$ cat src/rtl/tlb_pkg.sv
// Shared constants for the translation cache: associativity and flag layout.
// Assumes exactly four ways, which the 3-bit pseudo-LRU tree requires.
package tlb_pkg;
    localparam int WAYS   = 4;
    localparam int WAY_W  = 2;
    localparam int FLAG_W = 7;
    localparam int F_PRESENT = 0;
    localparam int F_USER    = 1;
    localparam int F_GLOBAL  = 2;
    localparam int F_WRITE   = 3;
    localparam int F_DIRTY   = 4;
    localparam int F_USED    = 5;
    localparam int F_CACHE   = 6;
endpackage

$ cat src/rtl/tlb_way_match.sv
// Compares one set's ways against a tag and identifier. Global ways skip the
// identifier compare. Reports the per-way match vector, whether any way matched,
// and the lowest matching way. Purely combinational.
module tlb_way_match
    import tlb_pkg::*;
#(
    parameter int TAG_W  = 16,
    parameter int ASID_W = 8
) (
    input  logic [WAYS-1:0]             vld,
    input  logic [WAYS-1:0]             glob,
    input  logic [WAYS-1:0][TAG_W-1:0]  tags,
    input  logic [WAYS-1:0][ASID_W-1:0] asids,
    input  logic [TAG_W-1:0]            tag,
    input  logic [ASID_W-1:0]           asid,
    output logic [WAYS-1:0]             match,
    output logic                        any,
    output logic [WAY_W-1:0]            way
);
    for (genvar g = 0; g < WAYS; g++) begin : g_cmp
        // per-way tag and identifier compare
        assign match[g] = vld[g] && (tags[g] == tag) && (glob[g] || (asids[g] == asid));
    end

    assign any = |match;

    // lowest matching way wins
    always_comb begin
        way = '0;
        for (int w = WAYS - 1; w >= 0; w--) begin
            if (match[w]) way = WAY_W'(w);
        end
    end
endmodule

$ cat src/rtl/tlb_plru.sv
// Per-set 3-bit tree pseudo-LRU. Bit 0 chooses the pair (0: ways 0/1,
// 1: ways 2/3), bit 1 chooses within the low pair and bit 2 within the high pair.
// Accepts one hit update and one fill update per cycle. When both touch the same
// set, the fill is applied last.
module tlb_plru
    import tlb_pkg::*;
#(
    parameter  int SETS  = 16,
    localparam int IDX_W = $clog2(SETS)
) (
    input  logic             clk,
    input  logic             rst_n,
    input  logic [IDX_W-1:0] q_set,
    output logic [WAY_W-1:0] q_way,
    input  logic             hit_en,
    input  logic [IDX_W-1:0] hit_set,
    input  logic [WAY_W-1:0] hit_way,
    input  logic             fill_en,
    input  logic [IDX_W-1:0] fill_set,
    input  logic [WAY_W-1:0] fill_way
);
    logic [2:0] tree_q [SETS];
    logic [2:0] tree_d [SETS];

    function automatic logic [WAY_W-1:0] pick(input logic [2:0] t);
        if (!t[0]) return t[1] ? 2'd1 : 2'd0;
        else       return t[2] ? 2'd3 : 2'd2;
    endfunction

    function automatic logic [2:0] touch(input logic [2:0] t, input logic [WAY_W-1:0] w);
        logic [2:0] n;
        n = t;
        n[0] = ~w[1];
        if (!w[1]) n[1] = ~w[0];
        else       n[2] = ~w[0];
        return n;
    endfunction

    // next tree state: hit first, then fill
    always_comb begin
        tree_d = tree_q;
        if (hit_en)  tree_d[hit_set]  = touch(tree_d[hit_set], hit_way);
        if (fill_en) tree_d[fill_set] = touch(tree_d[fill_set], fill_way);
    end

    // tree state register
    always_ff @(posedge clk) begin
        if (!rst_n) begin
            for (int s = 0; s < SETS; s++) tree_q[s] <= '0;
        end else begin
            tree_q <= tree_d;
        end
    end

    assign q_way = pick(tree_q[q_set]);

    // a way just filled is never the next victim of its set
    a_r9_fill_not_victim: assert property (@(posedge clk) disable iff (!rst_n)
        fill_en |=> (pick(tree_q[$past(fill_set)]) != $past(fill_way)));
endmodule

$ cat src/rtl/tlb_asid_cache.sv
// Four-way set-associative translation cache with address-space tags.
// Lookup is combinational. Fill and flush act on the clock edge, and flush
// blocks a fill in the same cycle. Assumes the walker fills only after a miss,
// but handles a refill of a cached mapping by overwriting it.
module tlb_asid_cache
    import tlb_pkg::*;
#(
    parameter int VPN_W  = 20,
    parameter int PFN_W  = 20,
    parameter int ASID_W = 8,
    parameter int SETS   = 16
) (
    input  logic              clk,
    input  logic              rst_n,
    input  logic              lk_req,
    input  logic [VPN_W-1:0]  lk_vpn,
    input  logic [ASID_W-1:0] lk_asid,
    input  logic              lk_write,
    output logic              lk_hit,
    output logic              lk_fault,
    output logic [PFN_W-1:0]  lk_pfn,
    output logic [FLAG_W-1:0] lk_flags,
    input  logic              fill_en,
    input  logic [VPN_W-1:0]  fill_vpn,
    input  logic [ASID_W-1:0] fill_asid,
    input  logic [PFN_W-1:0]  fill_pfn,
    input  logic [FLAG_W-1:0] fill_flags,
    input  logic              flush
);
    localparam int IDX_W = $clog2(SETS);
    localparam int TAG_W = VPN_W - IDX_W;

    logic [WAYS-1:0]              vld_q  [SETS];
    logic [WAYS-1:0][TAG_W-1:0]   tag_q  [SETS];
    logic [WAYS-1:0][ASID_W-1:0]  asid_q [SETS];
    logic [WAYS-1:0][PFN_W-1:0]   pfn_q  [SETS];
    logic [WAYS-1:0][FLAG_W-1:0]  flg_q  [SETS];
    logic [WAYS-1:0]              glob   [SETS];

    logic [IDX_W-1:0] l_idx, f_idx;
    logic [TAG_W-1:0] l_tag, f_tag;
    logic [WAYS-1:0]  l_match, f_match;
    logic             l_any, f_any;
    logic [WAY_W-1:0] l_way, f_way, lru_way, free_way, tgt_way;
    logic             has_free;
    logic [FLAG_W-1:0] l_flg;
    logic             fill_go;

    assign l_idx = lk_vpn[IDX_W-1:0];
    assign l_tag = lk_vpn[VPN_W-1:IDX_W];
    assign f_idx = fill_vpn[IDX_W-1:0];
    assign f_tag = fill_vpn[VPN_W-1:IDX_W];
    assign fill_go = fill_en && !flush;

    // global flag of every entry, gathered for the matchers and flush
    always_comb begin
        for (int s = 0; s < SETS; s++)
            for (int w = 0; w < WAYS; w++)
                glob[s][w] = flg_q[s][w][F_GLOBAL];
    end

    tlb_way_match #(.TAG_W(TAG_W), .ASID_W(ASID_W)) u_lk_match (
        .vld(vld_q[l_idx]), .glob(glob[l_idx]), .tags(tag_q[l_idx]),
        .asids(asid_q[l_idx]), .tag(l_tag), .asid(lk_asid),
        .match(l_match), .any(l_any), .way(l_way)
    );

    tlb_way_match #(.TAG_W(TAG_W), .ASID_W(ASID_W)) u_fill_match (
        .vld(vld_q[f_idx]), .glob(glob[f_idx]), .tags(tag_q[f_idx]),
        .asids(asid_q[f_idx]), .tag(f_tag), .asid(fill_asid),
        .match(f_match), .any(f_any), .way(f_way)
    );

    // lookup result: write permission and dirty state qualify a match
    always_comb begin
        l_flg    = flg_q[l_idx][l_way];
        lk_fault = lk_req && l_any && lk_write && !l_flg[F_WRITE];
        lk_hit   = lk_req && l_any && !(lk_write && !(l_flg[F_WRITE] && l_flg[F_DIRTY]));
        lk_pfn   = (lk_req && l_any) ? pfn_q[l_idx][l_way] : '0;
        lk_flags = (lk_req && l_any) ? l_flg : '0;
    end

    // lowest invalid way of the fill set
    always_comb begin
        has_free = 1'b0;
        free_way = '0;
        for (int w = WAYS - 1; w >= 0; w--) begin
            if (!vld_q[f_idx][w]) begin
                has_free = 1'b1;
                free_way = WAY_W'(w);
            end
        end
    end

    tlb_plru #(.SETS(SETS)) u_plru (
        .clk(clk), .rst_n(rst_n), .q_set(f_idx), .q_way(lru_way),
        .hit_en(lk_hit), .hit_set(l_idx), .hit_way(l_way),
        .fill_en(fill_go), .fill_set(f_idx), .fill_way(tgt_way)
    );

    // fill target: existing mapping, then empty way, then pseudo-LRU victim
    assign tgt_way = f_any ? f_way : (has_free ? free_way : lru_way);

    // valid bits: reset, flush of non-global entries, or fill
    always_ff @(posedge clk) begin
        if (!rst_n) begin
            for (int s = 0; s < SETS; s++) vld_q[s] <= '0;
        end else if (flush) begin
            for (int s = 0; s < SETS; s++) vld_q[s] <= vld_q[s] & glob[s];
        end else if (fill_en) begin
            vld_q[f_idx][tgt_way] <= 1'b1;
        end
    end

    // entry payload written on an accepted fill
    always_ff @(posedge clk) begin
        if (fill_go) begin
            tag_q[f_idx][tgt_way]  <= f_tag;
            asid_q[f_idx][tgt_way] <= fill_asid;
            pfn_q[f_idx][tgt_way]  <= fill_pfn;
            flg_q[f_idx][tgt_way]  <= fill_flags;
        end
    end

    // at most one way of a set ever matches a lookup
    a_r6_single_match: assert property (@(posedge clk) disable iff (!rst_n)
        $onehot0(l_match));

    // a fault is never also a hit
    a_r4_fault_not_hit: assert property (@(posedge clk) disable iff (!rst_n)
        !(lk_hit && lk_fault));

    // no result without a request
    a_r11_idle_quiet: assert property (@(posedge clk) disable iff (!rst_n)
        !lk_req |-> !(lk_hit || lk_fault));

    // a fill issued with a flush leaves no entry matching it in its set
    a_r8_flush_blocks_fill: assert property (@(posedge clk) disable iff (!rst_n)
        (flush && fill_en && !fill_flags[F_GLOBAL] && !f_any) |=>
            !vld_q[$past(f_idx)][$past(tgt_way)] || $stable(tag_q[$past(f_idx)]));

    for (genvar gs = 0; gs < SETS; gs++) begin : g_flush_chk
        // after a flush only global entries remain valid
        a_r7_flush_spares_global: assert property (@(posedge clk) disable iff (!rst_n)
            flush |=> ((vld_q[gs] & ~glob[gs]) == '0));
    end
endmodule

$ cat config.mk
export PLATFORM = sky130hd
export DESIGN_NAME = tlb_asid_cache
export DESIGN_NICKNAME = d
export VERILOG_FILES = /design/src/rtl/tlb_pkg.sv /design/src/rtl/tlb_way_match.sv /design/src/rtl/tlb_plru.sv /design/src/rtl/tlb_asid_cache.sv
export SDC_FILE = /design/constraint.sdc
export NUM_CORES = 2
export LEC_CHECK = 0
export CAP_MARGIN = 20
export CORE_AREA = 5 5 758 760
export CTS_CLUSTER_SIZE = 12
export DETAILED_ROUTE_END_ITERATION = 16
export DIE_AREA = 0 0 763 765
export DONT_BUFFER_PORTS = 1
export SYNTH_ARGS = -nofsm -noshare
export SYNTH_HDL_FRONTEND = slang
export SYNTH_SLANG_ARGS = --single-unit
export TNS_END_PERCENT = 30
$ cat constraint.sdc
create_clock -name clk -period 21.9 [get_ports clk]
set_input_delay 3.285 -clock clk [delete_from_list [all_inputs] [get_ports clk]]
set_output_delay 3.285 -clock clk [all_outputs]
set_load 0.02 [all_outputs]
==> Word-level counts from Yosys, hierarchy flattened <==
Memories as Yosys holds them, arrays and structs flattened.
Index checks and enable logic that the tools add are counted.
{ "totals": {"register_bits": 48, "mem_bits_rw": 3328, "out_inout_bits": 29, "wordCells": 223, "mem_count": 5} }
{ "memory_table": {"columns": ["memory", "words", "word_bits", "read_ports", "rd_ports_with_merged_regs", "write_ports", "line_no", "source"], "rows": [
  ["pfn_q", 16, 80, 1, 0, 1, "tlb_asid_cache.sv:36", "logic [WAYS-1:0][PFN_W-1:0] pfn_q [SETS];"],
  ["tag_q", 16, 64, 2, 0, 1, "tlb_asid_cache.sv:34", "logic [WAYS-1:0][TAG_W-1:0] tag_q [SETS];"],
  ["asid_q", 16, 32, 2, 0, 1, "tlb_asid_cache.sv:35", "logic [WAYS-1:0][ASID_W-1:0] asid_q [SETS];"],
  ["flg_q", 16, 28, 17, 0, 1, "tlb_asid_cache.sv:37", "logic [WAYS-1:0][FLAG_W-1:0] flg_q [SETS];"],
  ["vld_q", 16, 4, 18, 0, 16, "tlb_asid_cache.sv:33", "logic [WAYS-1:0] vld_q [SETS];"]
]} }
{ "classes": {"magnitude_cmp": 7, "eq_ne": 16, "mux": 100, "bitwise_logic": 38, "n_reduce_logical": 41} }
{ "op_table": {"columns": ["cell", "count"], "rows": [
  ["== test 16 bit", 8],
  ["bitwise mux 48 bit", 2],
  ["two-way mux 4 bit", 24],
  ["two-way mux 48 bit", 2],
  ["two-way mux 80 bit", 1],
  ["bitwise AND 4 bit", 16],
  ["== test 8 bit", 8],
  ["two-way mux 64 bit", 1],
  ["two-way mux 20 bit", 3],
  ["binary-select mux 20 bit (select 2 bit)", 1],
  ["demux 20 bit (select 2 bit)", 1],
  ["binary-select mux 3 bit (select 4 bit)", 3],
  ["binary-select mux 4 bit (select 4 bit)", 2],
  ["demux 16 bit (select 2 bit)", 1],
  ["two-way mux 32 bit", 1],
  ["two-way mux 2 bit", 15],
  ["two-way mux 28 bit", 1],
  ["logical AND 1 bit", 26],
  ["demux 3 bit (select 4 bit)", 2],
  ["two-way mux 3 bit", 8],
  ["two-way mux 1 bit", 23],
  ["two-way mux 7 bit", 3],
  ["demux 8 bit (select 2 bit)", 1],
  ["two-way mux 16 bit", 1],
  ["14 further kinds", 48]
]} }

==> Logic depth before layout (Yosys ltp) <==
{ "depth": {"word_depth": 27, "mapped_depth": 27, "mapped_depth_nobuf": 16} }

==> By module <==
Synthesis repeated with hierarchy kept, for this count alone.
{ "unflattened": {"cells_unflattened": 6446, "area_unflattened_um2": 144757.6} }
{ "modules_own_cells": {"columns": ["mod", "instances", "cells_per_inst", "area_each_um2"], "rows": [
  ["tlb_asid_cache", 1, 5692, 138784.4],
  ["tlb_plru", 1, 470, 3698.5],
  ["tlb_way_match", 2, 142, 1137.3]
]} }

==> Worst setup path after synthesis <==
No wires, ideal clock.
{ "synth_path": {"path_kind": "in2out", "startpoint": "input port lk_vpn[0]", "endpoint": "output port lk_flags[0]", "arrival_ns": 7.838, "required_time_ns": 18.615, "slack_ns": 10.777, "path_stages": 15, "path_buffers": 11, "cell_sequence": "buf_6 buf_4 buf_6 buf_6 buf_4 buf_2 buf_2 buf_2 clkbuf_1 buf_1 buf_1 mux4_2 mux4_2 a211oi_1 a211oi_1"} }
{ "synth_between": {"elab_chain_cells": 13, "word_cells_on_any_way": 37, "classes_between": "8 x eq/ne; 10 x mux; 1 x bitwise; 14 x reduce/logical; 4 x memory"} }
{ "synth_rtl": {"columns": ["item", "line_no", "source"], "rows": [
  ["start, declared", "tlb_asid_cache.sv:16", "input logic [VPN_W-1:0] lk_vpn,"],
  ["parallel branches: the longest is 12 deep, another holds memory read (16 x 64 bit)", null, null],
  ["two-way mux 7 bit *", "tlb_asid_cache.sv:80", "lk_flags = (lk_req && l_any) ? l_flg : '0;"],
  ["end, declared", "tlb_asid_cache.sv:22", "output logic [FLAG_W-1:0] lk_flags,"]
]} }
Every way passes the cells marked *. The select of a mux whose other input is x is not followed.

==> Worst setup path after layout <==
{ "layout_path": {"startpoint": "input port lk_vpn[1]", "endpoint": "output port lk_pfn[17]"} }
{ "layout_between": {"elab_chain_cells": 13, "word_cells_on_any_way": 37, "classes_between": "8 x eq/ne; 10 x mux; 1 x bitwise; 14 x reduce/logical; 4 x memory"} }
{ "layout_rtl": {"columns": ["item", "line_no", "source"], "rows": [
  ["parallel branches: the longest is 12 deep, another holds memory read (16 x 64 bit)", null, null],
  ["two-way mux 20 bit *", "tlb_asid_cache.sv:79", "lk_pfn = (lk_req && l_any) ? pfn_q[l_idx][l_way] : '0;"],
  ["end, declared", "tlb_asid_cache.sv:21", "output logic [PFN_W-1:0] lk_pfn,"]
]} }
Marked as above.

==> summary.md <==
| Metric | Value |
|---|---|
| Status | finished with violations |
| Failing checks | max-slew violations |
| CP Capture Type | primary output |
| Startpoint types | input port |
| Clk sinks | 3,376 |
| Worst path required time | 18.62 ns |
| Vias in the first global route | 80,300 |
| Syn avg cell area | 20.6 µm² |
| Dpl hpwl | 274,000 µm |
| Largest family of logic cells by synthesized area | multiplexers |
| Post-synthesis cell count | 7,135 |
| Synth Area in XOR/XNOR | 1.20% |
| Drt wl/cell | 33.0 µm |
| Crit Path Class | in -> out |
| Vias/cell | 5.45 |
| Worst slew margin | -22.6% |
| Final Critical Period | 14.15 ns |
| Total Routed Length | 490,000 µm |
| Area leader, netlist | edfxtp_1 |
| Leakage power | 50.1 nW |
| # hold bufs at CTS | 0 |
| Worst path slowest cell | nor4_2 |
| Setup violators final | 0 |
| Pre-CTS WS | 8.05 ns |
| CORE AREA | 567,000 µm² |
| Area added between synthesis and finish | 12.6% |
| Synth top area share | 66.7% |
| Clock buffer depth | 4 |
| Placed cells | 14,400 |
| Port Buffers | 0 |
| Warnings from Yosys | 0 |
| Nets | 7,268 |
| Max-slew violations | 300 |
| Ys flop type | edfxtp_1 |
| Drt pass-1 iters | 12 |
| Cell mode on critical path | buf_16 |
| Arrival @ worst endpoint | 10.86 ns |
| Highest fanout seen on the critical path | 121 |
| Worst-Skew Late Latency | 0.94 ns |
| Adder-cell share of the synthesized area | 0% |
| Post-route insts no fill | 14,900 |
| Hold Path Class | reg -> reg |
| Initial Utilization | 25.9% |
| DRC Markers | 0 |
| Post-synthesis sequential area ratio | 68.2% |
| Root Buffer | clkbuf_16 |
| Routed via count | 80,900 |
| Post-synthesis compound-gate area fraction | 2.87% |
| Post-synthesis mux area share | 23.9% |
| Final Hold Viols | 0 |
| Post-Synth Simple-Gate Area | 2.10% |
| Ports | 118 |
| Worst Tran Pin Value | 1.84 ns |
| Die X | 763 µm |
| RSZ-0062 raised after global routing | no |
| ANT nets after route | 0 |
| RD Place Congestion | 0.911 |
| H-Tree Depth | 5 |
| Power Density | 78.9 nW/µm² |
| Cell Chain, Critical Path | buf_16 -> buf_16 -> nand2_1 -> o22ai_1 -> a221oi_1 -> xor2_1 -> o31ai_1 -> a41oi_2 -> nor4_2 -> and2b_1 -> o21ai_4 -> buf_4 -> mux2i_1 -> a211oi_1 |
| CP max stage delay | 1.21 ns |
| Flops & latches, synth | 3,376 |
| # Post-CTS Setup Buffers | 0 |
| Clock buffer count from CTS | 332 |
| Mapped cell area | 147,000 µm² |
| CTS tree | yes |
| Die Ht | 765 µm |
| Die ar. | 584,000 µm² |
| TNS Setup | 0 ns |
| Most common cell in the netlist | edfxtp_1 |
| Area contributors post-synth | edfxtp_1 (67%), mux4_2 (21%), mux2i_1 (2.7%) |
| Max Clock Skew | 0.0448 ns |
| CTS resizes | 0 |
| F_max | 70.7 MHz |
| Row cnt | 277 |
| Fin worst setup slack | 7.75 ns |
| Asr flop ratio synth | 0% |
| Overall power | 13.1 mW |
| Clock-pin slew on the worst setup and hold paths | 0.06 ns |
| Remaining global-route overflow | 0 |
| Share of post-route cells with drive strength above 1 | 28.7% |
| Total Routing Usage GR | 16.2% |
| Yosys cell types | 94 |
| Worst IR Drop VDD | 70.1 µV |
| Syn nets | 7,224 |
| Final worst-path cycle share | 64.6% |
| Global-route wire length before repair | 669,000 µm |
| Number of fill cells | 54,900 |
| Post-synth EDFFs | 3,264 |
| Max_cap viols | 0 |
| Post-synth top cells | edfxtp_1 (3,264), mux4_2 (1,343), mux2i_1 (399) |
| Initial antenna violation count | 37 |
| Largest net degree at the start of global routing | 456 |
| Drt first-iter violations | 12,100 |
[flip-flops by register name, summed over array words and instances, names as in the netlist]
register,flops
u_plru.tree_q,48
tag_q,1024
vld_q,64
asid_q,512
flg_q,448
pfn_q,1280
[worst max-delay path, delay by kind of cell]
family	cells	cell delay [ns]
AOI/OAI and AO/OA	6	2.75
xor gates and xnor gates	1	0.19
buffers and inverters	3	1.70
muxes	1	0.26
and+or+nand+nor	3	2.38
[worst paths after layout]
| kind | start | endpoint | slack [ns] | depth (start not counted) |
|---|---|---|---|---|
| hold reg to reg | vld_q[0][1]$_DFF_P_ | vld_q[0][1]$_DFF_P_ | 0.49 | 2 |
| setup / recovery | lk_vpn[1] | lk_pfn[17] | 7.75 | 14 |
| setup reg to reg | tag_q[7][62]$_DFFE_PP_ | asid_q[14][19]$_DFFE_PP_ | 13.90 | 13 |
| hold / removal | vld_q[0][1]$_DFF_P_ | vld_q[0][1]$_DFF_P_ | 0.49 | 2 |
[power by group]
part / internal, mW / switching, mW
clock network: 2.83 / 2.38
logic: 0.355 / 0.384
registers: 7.09 / 0.00741
total: 10.3 / 2.77
[layout make-up]
cell class                 instances  area, µm²  area share (%)
inverter                          39        236           0.143
tap                             7533       9430            5.70
timing repair buffer             200       1780            1.07
antenna                           13       32.5          0.0197
clock inverter                    43        379           0.229
clock buffer                     417       8770            5.30
sequential                      3376     100000            60.6
multi-input combinational       3230      44600            26.9
[per-stage QoR]
step / hold WS [ns] / area (µm²) / util [%]
after floorplan: 0.460 / 147000 / -
after global placement: 0.485 / 156000 / 27.5
after detailed placement: 0.488 / 156000 / 27.5
after CTS: 0.494 / 165000 / 29.1
after global routing: 0.514 / 165000 / 29.2
final: 0.492 / 165000 / 29.2
[logic make-up (layout without fill, tap and decap cells)]
| logic type | after synthesis | count (layout) |
|---|---|---|
| XOR/XNOR | 202 | 202 |
| buffers and inverters | 529 | 699 |
| multiplexers | 1814 | 1814 |
| AND/OR/NAND/NOR | 625 | 625 |
| flip-flops | 3376 | 3376 |
| other | 0 | 13 |
| AO/OA/AOI/OAI | 589 | 589 |
[cells in the final DEF (no fill, tap or decap), types with 102 or more instances in the layout]
cell	instances
mux4_2	1343
nor2_1	144
a22oi_1	102
mux2i_1	399
dfxtp_1	112
edfxtp_1	3264
clkbuf_16	337
nand2_1	152
buf_4	183
xnor2_1	106
[layer usage]
metal | up-vias | GRT usage, % | share of wire (%)
li1 | 30500 | - | -
met1 | 44000 | 22.0 | 39
met2 | 5515 | 24.1 | 44
met3 | 939 | 5.57 | 13
met4 | 18 | 6.07 | 4.3
met5 | - | 0 | 0.028
Note: power is estimated with default switching activity, not from simulation.
